## config.mk

```make
export PLATFORM = sky130hd
export DESIGN_NAME = irq_slot_router
export DESIGN_NICKNAME = d
export VERILOG_FILES = /design/src/rtl/irq_route_pkg.sv /design/src/rtl/irq_slot_decode.sv /design/src/rtl/irq_dev_qualify.sv /design/src/rtl/irq_slot_merge.sv /design/src/rtl/irq_slot_router.sv
export SDC_FILE = /design/constraint.sdc
export NUM_CORES = 1
export LEC_CHECK = 0
export BUFFER_PORTS_ARGS = -buffer_cell sky130_fd_sc_hd__buf_4
export CORE_ASPECT_RATIO = 1.75
export CORE_MARGIN = 1.5
export CORE_UTILIZATION = 50
export CTS_CLUSTER_DIAMETER = 150
export CTS_CLUSTER_SIZE = 16
export DETAILED_ROUTE_END_ITERATION = 6
export GPL_ROUTABILITY_DRIVEN = 0
export PLACE_DENSITY = 0.86
export SLEW_MARGIN = 20
export SYNTH_ARGS = -nofsm -noshare
export SYNTH_HDL_FRONTEND = slang
export SYNTH_HIERARCHICAL = 1
export SYNTH_SLANG_ARGS = --single-unit
```

## constraint.sdc

```tcl
create_clock -name clk -period 1.5 [get_ports clk]
set_input_delay 0.3 -clock clk [delete_from_list [all_inputs] [get_ports clk]]
set_output_delay 0.3 -clock clk [all_outputs]
set_load 0.03 [all_outputs]
```

## src/rtl/irq_route_pkg.sv

```systemverilog
package irq_route_pkg;
  localparam int DEF_SLOT_W  = 4;
  localparam int DEF_NUM_EXT = 4;
  localparam int DEF_NUM_DEV = 8;
  localparam int DEF_NUM_LD  = 7;
  localparam int DEF_LD_W    = $clog2(DEF_NUM_LD);
  // devices 0..4 carry an enable bit, 5..7 do not
  localparam logic [DEF_NUM_DEV-1:0] DEF_HAS_EN = 8'b0001_1111;
  // device -> logical device index, device 0 in the low field
  localparam logic [DEF_NUM_DEV*DEF_LD_W-1:0] DEF_LD_MAP =
    {3'd6, 3'd5, 3'd5, 3'd4, 3'd3, 3'd2, 3'd1, 3'd0};
endpackage

```

## src/rtl/irq_slot_decode.sv

```systemverilog
module irq_slot_decode #(
  parameter int SLOT_W = 4
) (
  input  logic [SLOT_W-1:0]      sel,
  input  logic                   live,
  output logic [(1<<SLOT_W)-1:0] hit
);
  always_comb begin
    hit = '0;
    // slot number zero means unassigned
    if (live && (sel != '0)) hit[sel] = 1'b1;
  end
endmodule

```

## src/rtl/irq_dev_qualify.sv

```systemverilog
module irq_dev_qualify #(
  parameter int NUM_DEV = 8,
  parameter int NUM_LD  = 7,
  parameter logic [NUM_DEV-1:0] HAS_EN_MASK = 8'b0001_1111,
  parameter logic [NUM_DEV*$clog2(NUM_LD)-1:0] DEV_LD_MAP = 24'hD6C688
) (
  input  logic [NUM_LD-1:0]  dev_act,
  input  logic [NUM_DEV-1:0] dev_en,
  output logic [NUM_DEV-1:0] dev_live
);
  localparam int LD_W = $clog2(NUM_LD);

  // enable bits of devices without one are never looked at
  logic unused_en;
  assign unused_en = ^(dev_en & ~HAS_EN_MASK);

  for (genvar d = 0; d < NUM_DEV; d++) begin : g_dev
    localparam int LDI = int'(DEV_LD_MAP[d*LD_W +: LD_W]);
    if (HAS_EN_MASK[d]) begin : g_gated
      assign dev_live[d] = dev_act[LDI] & dev_en[d];
    end else begin : g_plain
      assign dev_live[d] = dev_act[LDI];
    end
  end
endmodule

```

## src/rtl/irq_slot_merge.sv

```systemverilog
module irq_slot_merge #(
  parameter int NUM_SRC = 4,
  parameter int NS      = 16
) (
  input  logic [NUM_SRC-1:0][NS-1:0] hit,
  input  logic [NUM_SRC-1:0]         lvl,
  output logic [NS-1:0]              claim,
  output logic [NS-1:0]              level
);
  always_comb begin
    claim = '0;
    level = '0;
    for (int i = 0; i < NUM_SRC; i++) begin
      claim = claim | hit[i];
      level = level | (hit[i] & {NS{lvl[i]}});
    end
  end
endmodule

```

## src/rtl/irq_slot_router.sv

```systemverilog
module irq_slot_router
  import irq_route_pkg::*;
#(
  parameter int SLOT_W  = DEF_SLOT_W,
  parameter int NUM_EXT = DEF_NUM_EXT,
  parameter int NUM_DEV = DEF_NUM_DEV,
  parameter int NUM_LD  = DEF_NUM_LD,
  parameter logic [NUM_DEV-1:0] HAS_EN_MASK = DEF_HAS_EN,
  parameter logic [NUM_DEV*$clog2(NUM_LD)-1:0] DEV_LD_MAP = DEF_LD_MAP
) (
  input  logic                        clk,
  input  logic                        rst,
  input  logic [NUM_EXT*SLOT_W-1:0]   ext_sel,
  input  logic [NUM_EXT-1:0]          ext_irq,
  input  logic [NUM_DEV*SLOT_W-1:0]   dev_sel,
  input  logic [NUM_LD-1:0]           dev_act,
  input  logic [NUM_DEV-1:0]          dev_en,
  input  logic [NUM_DEV-1:0]          dev_irq,
  output logic [(1<<SLOT_W)-1:0]      slot_req
);
  localparam int NS = 1 << SLOT_W;

  logic [NUM_DEV-1:0]          dev_live;
  logic [NUM_DEV-1:0][NS-1:0]  dev_hit;
  logic [NUM_EXT-1:0][NS-1:0]  ext_hit;
  logic [NS-1:0] int_claim, int_level;
  logic [NS-1:0] ext_claim, ext_level;
  logic [NS-1:0] slot_next;

  irq_dev_qualify #(
    .NUM_DEV(NUM_DEV), .NUM_LD(NUM_LD),
    .HAS_EN_MASK(HAS_EN_MASK), .DEV_LD_MAP(DEV_LD_MAP)
  ) qual_i (
    .dev_act(dev_act), .dev_en(dev_en), .dev_live(dev_live)
  );

  for (genvar d = 0; d < NUM_DEV; d++) begin : g_dev_dec
    irq_slot_decode #(.SLOT_W(SLOT_W)) dec_i (
      .sel(dev_sel[d*SLOT_W +: SLOT_W]), .live(dev_live[d]), .hit(dev_hit[d])
    );
  end

  for (genvar e = 0; e < NUM_EXT; e++) begin : g_ext_dec
    irq_slot_decode #(.SLOT_W(SLOT_W)) dec_i (
      .sel(ext_sel[e*SLOT_W +: SLOT_W]), .live(1'b1), .hit(ext_hit[e])
    );
  end

  irq_slot_merge #(.NUM_SRC(NUM_DEV), .NS(NS)) int_merge_i (
    .hit(dev_hit), .lvl(dev_irq), .claim(int_claim), .level(int_level)
  );

  irq_slot_merge #(.NUM_SRC(NUM_EXT), .NS(NS)) ext_merge_i (
    .hit(ext_hit), .lvl(ext_irq), .claim(ext_claim), .level(ext_level)
  );

  // an external claim matters only through its level
  logic unused_ext_claim;
  assign unused_ext_claim = ^ext_claim;

  // internal ownership blocks the external path slot by slot
  assign slot_next = (int_claim & int_level) | (~int_claim & ext_level);

  always_ff @(posedge clk) begin
    if (rst) slot_req <= '0;
    else     slot_req <= slot_next;
  end
endmodule

```

==> out/results.tsv, run 1 <==
metric	value	unit
fin_crit	1.50	ns
reg_top3	slot_req x16	
violations	design-rule violations, negative setup slack	
fin_ws	-0.00285	ns
die_w	65.5	um
cts_made_buffers	3	
worstPathArrival	1.64	ns
grt_pass1_vias	4597	
synth_area_per_cell	6.25	sq um
numPortBuffers	89	
die_y	112	um
synthCells	547	
seqCellArea	320	sq um
crit_chain	buf_4 > and2_4 > or3b_4 > nor2_4 > nor4_4 > nand2_1 > mux2i_2 > nor2_4	
critPathMaxStageDelay	0.32	ns
p_leak	1.76	nW
status	complete, but fails checks	
largest_register_ffs	16	
cts_tree	done	
crit_family	simple AND/OR/NAND/NOR gates	
crit_required	1.64	ns
start_util	51.9	%
vdd_ir_drop_max	0.000426	V
finalCritPeriodShare	100	%
nets	721	
report.final.slew_viol_count	0	
worstHoldPathType	input port to flop	
routed_wl	13.6	mm
core	6590	sq um
crit_path_top_delay_cell	nor4_4	
rows	39	
ant_nets	0	
regMostFlops	slot_req	
tns	-0.00285	ns
cp_max_fo	4	
grt_overflow	0	
path_class	input port to flop	
worst-path-buf-inv	1	
setup_viol	1	
wl_per_cell	18.8	um
fillCellCount	592	
drive_gt1_share	26.7	%
fin_util	66.6	%
clkTransAtPathRegs	0.05	ns
viasPerCell	6.70	
grt_use_total	36.4	%
htree_levels	1	
vias	4856	
endpoint_kind	flop	
hold_buffers	0	
grt_max_degree	17	
cts_root_buffer	clkbuf_16	
powerDensity	429	nW/um^2
hold_viol	0	
final_common_cell	nor2_1	
multi_input_area	2990	sq um
area_growth	28.3	%
die_area	7360	sq um
remaining_drc_errors	6	
antenna_found_initial	0	
clockBufferDepth	2	
syn-cell-area	3420	sq um
fmax	665	MHz
layout_common_cells	nor2_1 (139), buf_4 (118), a22oi_1 (96)	
drt-initial-drc-count	892	
place_hpwl	10.4	mm
grt_pass1_wl	21.3	mm
antenna_cells	0	
cp-start-kind	input port	
clock_sinks	16	
cpMostUsedCell	nor2_4	
num_io_pins	93	
yosysWarningCount	6	
firstDrtPassIters	7	
drv_cap	0	
[metal layers]
| layer | GRT usage (%) | routed length (um) | share of wire, % | up-vias |
|---|---|---|---|---|
| met5 | 0 | 0 | 0 | - |
| met4 | 30.4 | 1350 | 9.9 | 0 |
| met3 | 7.01 | 1400 | 10 | 150 |
| met2 | 61.6 | 6590 | 48 | 440 |
| met1 | 37.2 | 4290 | 31 | 2104 |
| li1 | - | - | - | 2162 |
[report_power, final]
part,internal [W],switching [W]
combinational,0.000345,0.000511
sequential,0.000440,0.00000507
clock,0.000406,0.000178
total,0.00119,0.000694
[final timing paths]
kind / end / slack, ns / depth (start not counted) / from
max: slot_req[1] / -0.003 / 8 / dev_act[3]
min: slot_req[10] / 0.39 / 2 / rst
[per-stage QoR]
step	hold slack [ns]	setup slack (ns)	total power [W]	cells	cell area, sq um
floorplan	0.492	0.000592	0.000937	562	3480
global placement	0.647	-0.261	0.00120	716	4070
detailed placement	0.647	-0.240	0.00122	716	4070
CTS	0.391	0.00567	0.00180	720	4160
global route	0.386	-0.0716	0.00197	725	4390
finish	0.388	-0.00285	0.00188	725	4390
[area by class of cell]
cell class | count | area share, %
multi-input cells | 505 | 68.1
repair buffers | 118 | 20.2
flip-flops and latches | 16 | 7.30
well taps | 82 | 2.34
clock buffers | 4 | 2.03
[what timing repair did]
| item | CTS | global route |
|---|---|---|
| setup endpoints to repair | 0 | 11 |
| buffers inserted | 0 | 5 |
| resized for setup | 0 | 44 |
Note: power is estimated with default switching activity, not from simulation.
==> run 2, diff against run 1 <==
--- a/config.mk
+++ b/config.mk
@@ -6,7 +6,7 @@
 export NUM_CORES = 1
 export LEC_CHECK = 0
 export BUFFER_PORTS_ARGS = -buffer_cell sky130_fd_sc_hd__buf_4
-export CORE_ASPECT_RATIO = 1.75
+export CORE_ASPECT_RATIO = 0.75
 export CORE_MARGIN = 1.5
 export CORE_UTILIZATION = 50
 export CTS_CLUSTER_DIAMETER = 150
==> out/results.tsv, run 2 (same netlist as run 1, synthesis figures left out) <==
metric	value	unit
grt_use_total	36.9	%
firstDrtPassIters	7	
cts_tree	done	
viasPerCell	7.00	
clkTransAtPathRegs	0.06	ns
clockBufferDepth	2	
path_class	input port to flop	
rsz0062_at_grt	true	
die_y	74.6	um
regMostFlops	slot_req	
numPortBuffers	89	
status	complete, but fails checks	
placed_cell_area	4120	sq um
critPathMaxStageDelay	0.33	ns
layout_common_cells	nor2_1 (127), buf_4 (118), a22oi_1 (92)	
reg_top3	slot_req x16	
antenna_found_initial	0	
fmax	628	MHz
grt_max_degree	17	
antenna_cells	0	
fillCellCount	496	
hold_viol	0	
vias	5096	
rows	25	
total_power	0.00175	W
drt-initial-drc-count	1085	
slew_headroom	64.1	%
ant_nets	0	
grt_overflow	0	
finalCritPeriodShare	106	%
drv_cap	0	
die_area	7350	sq um
worst-slew-pin-transition	0.534	ns
largest_register_ffs	16	
drive_gt1_share	31.5	%
endpoint_kind	flop	
violations	design-rule violations, negative setup slack	
powerDensity	383	nW/um^2
htree_levels	1	
fin_ws	-0.0924	ns
crit_required	1.64	ns
cts_root_buffer	clkbuf_8	
report.final.slew_viol_count	0	
core	6440	sq um
nets	725	
final_common_cell	nor2_1	
grt_pass1_wl	21.5	mm
setup_viol	9	
fin_crit	1.59	ns
cp_max_fo	4	
crit_path_top_delay_cell	nor4_1	
cp-start-kind	input port	
hold-worst-slack	0.383	ns
vdd_ir_drop_max	0.000443	V
num_io_pins	93	
routed_wl	14.8	mm
grt_pass1_vias	4522	
worstPathArrival	1.73	ns
finalInstanceArea	4580	sq um
die_w	98.5	um
cts_made_buffers	3	
remaining_drc_errors	53	
wl_per_cell	20.4	um
worstHoldPathType	input port to flop	
p_leak	1.79	nW
hold_depth	2	
area_growth	33.9	%
crit_chain	buf_4 > and2_4 > nand3b_1 > nor2_1 > nor4_1 > nand2_1 > mux2i_2 > nor2_2	
clock_sinks	16	
place_hpwl	11.0	mm
start_util	53.0	%
-- run 2: metrics by stage --
step	TNS [ns]	util (%)	setup slack, ns	instances
floorplan	0	-	0.000592	562
global placement	-3.14	63.9	-0.399	721
detailed placement	-3.94	63.9	-0.374	721
CTS	-0.0617	66.6	-0.0384	726
global route	-0.936	71.0	-0.180	728
finish	-0.559	71.0	-0.0924	728
-- run 2: final timing paths --
kind,from,to
max,dev_act[1],slot_req[7]
min,rst,slot_req[9]
-- run 2: metal layers --
| metal | vias up | part of all wire (%) | track usage [%] |
|---|---|---|---|
| li1 | 2166 | - | - |
| met1 | 2215 | 37 | 47.9 |
| met2 | 551 | 40 | 55.9 |
| met3 | 164 | 16 | 12.9 |
| met4 | 0 | 6.8 | 16.3 |
| met5 | - | 0 | 0 |
-- run 2: area by class of cell --
class	instances	area (sq um)	share of cell area (%)
clock buffer	4	55.1	1.20
timing repair buffer	122	931	20.3
sequential	16	320	7.00
tap	81	101	2.21
multi-input combinational	505	3170	69.2
-- run 2: where the power goes --
part | switching, W | internal [W] | total [W]
Clock | 0.000140 | 0.000233 | 0.000372
Sequential | 0.00000545 | 0.000439 | 0.000445
Combinational | 0.000558 | 0.000376 | 0.000935
-- run 2: repair_timing --
action | CTS | global route
resized for setup | 29 | 58
hold endpoints to repair | 0 | 0
pin swaps | 6 | 37
hold buffers | 0 | 0
buffers inserted | 1 | 2
setup endpoints to repair | 7 | 15
-- run 2: worst max-delay path: cells and delay by family --
kind | cells | cell delay [ns]
and+or+nand+nor | 6 | 1.03
buffers and inverters | 1 | 0.11
muxes | 1 | 0.28
==> run 3, diff against run 2 <==
--- a/config.mk
+++ b/config.mk
@@ -5,10 +5,11 @@
 export SDC_FILE = /design/constraint.sdc
 export NUM_CORES = 1
 export LEC_CHECK = 0
+export ABC_AREA = 1
 export BUFFER_PORTS_ARGS = -buffer_cell sky130_fd_sc_hd__buf_4
 export CORE_ASPECT_RATIO = 0.75
 export CORE_MARGIN = 1.5
-export CORE_UTILIZATION = 50
+export CORE_UTILIZATION = 53
 export CTS_CLUSTER_DIAMETER = 150
 export CTS_CLUSTER_SIZE = 16
 export DETAILED_ROUTE_END_ITERATION = 6
==> out/results.tsv, run 3 <==
metric	value	unit
crit_required	1.65	ns
path_class	input port to flop	
hold_viol	0	
place_inst	1339	
viasPerCell	4.91	
fin_ws	0.149	ns
regMostFlops	slot_req	
grt_pass1_vias	5426	
fmax	740	MHz
syn-cell-area	5070	sq um
cp_max_fo	9	
powerDensity	365	nW/um^2
vias	6595	
seqCellArea	320	sq um
status	finished, final reports clean	
clock_sinks	16	
hold-worst-slack	0.405	ns
core	9160	sq um
p_leak	3.26	nW
clkTransAtPathRegs	0.05	ns
remaining_drc_errors	0	
worstPathArrival	1.50	ns
place_hpwl	12.9	mm
pre_cts_slack	-0.0240	ns
synth_area_per_cell	4.42	sq um
drt-initial-drc-count	765	
nets	1293	
yosysWarningCount	6	
cp-start-kind	input port	
ctsResizeCount	0	
grt_max_degree	17	
numPortBuffers	89	
finalCritPeriodShare	90.0	%
reg_top3	slot_req x16	
cts_tree	done	
htree_levels	1	
cts_made_buffers	3	
routed_wl	15.2	mm
grt_use_total	30.0	%
multi_input_area	3830	sq um
endpoint_kind	flop	
antenna_found_initial	0	
fillCellCount	980	
setup_viol	0	
rows	30	
start_util	55.4	%
ant_nets	0	
instances_no_fill	1342	
num_io_pins	93	
drv_cap	0	
firstDrtPassIters	7	
grt_pass1_wl	24.4	mm
grt_overflow	0	
clockBufferDepth	2	
largest_register_ffs	16	
report.final.slew_viol_count	0	
fin_crit	1.35	ns
die_w	116	um
postCtsSetupBuffers	0	
layout_common_cells	nand2_1 (533), nor2_1 (321), inv_1 (146)	
area_growth	11.1	%
rsz0062_at_grt	false	
die_y	87.7	um
worstHoldPathType	input port to flop	
die_area	10200	sq um
tns	0	ns
synthCells	1148	
cts_root_buffer	clkbuf_16	
vdd_ir_drop_max	0.000345	V
drive_gt1_share	12.7	%
antenna_cells	0	
final_common_cell	nand2_1	
hold_buffers	0	
wl_per_cell	11.3	um
-- run 3: worst paths after layout --
kind	startpoint	endpoint	slack (ns)	cells past startpoint
hold / removal	rst	slot_req[1]	0.40	4
setup / recovery	dev_sel[20]	slot_req[11]	0.15	10
-- run 3: area by class of cell --
cell class,instances,area share (%)
Timing Repair Buffer,91,12.3
Multi-Input combinational cell,955,67.9
Inverter,149,9.92
Tap cell,128,2.84
Sequential cell,16,5.68
Clock buffer,3,1.33
-- run 3: stage by stage --
step	util (%)	instance area (sq um)	total power (W)
5_1_grt	61.6	5640	0.00220
6_report	61.6	5640	0.00206
3_5_place_dp	60.7	5560	0.00152
4_1_cts	61.6	5640	0.00204
3_3_place_gp	60.7	5560	0.00151
2_1_floorplan	-	5120	0.00124
-- run 3: critical path: stages --
cell and delay, ns:
buf_4 0.13, nor2_1 0.19, nand2_2 0.10, nand2_4 0.11, nor2_1 0.07, nor2_1 0.13, nand4_1 0.15, nand2_1 0.10
nand2_1 0.05, nor2_1 0.18
-- run 3: per-layer routing --
layer,GRT usage [%],up-vias,part of all wire (%)
met5,0,-,0
met4,5.99,0,2.2
met3,8.51,39,15
met2,42.9,401,38
met1,44.5,2760,45
li1,-,3395,-
-- run 3: where the power goes --
group	leakage (nW)	switching [W]	internal, W
sequential	0.131	0.0000101	0.000455
clock	0.0370	0.000161	0.000350
combinational	3.09	0.000705	0.000376
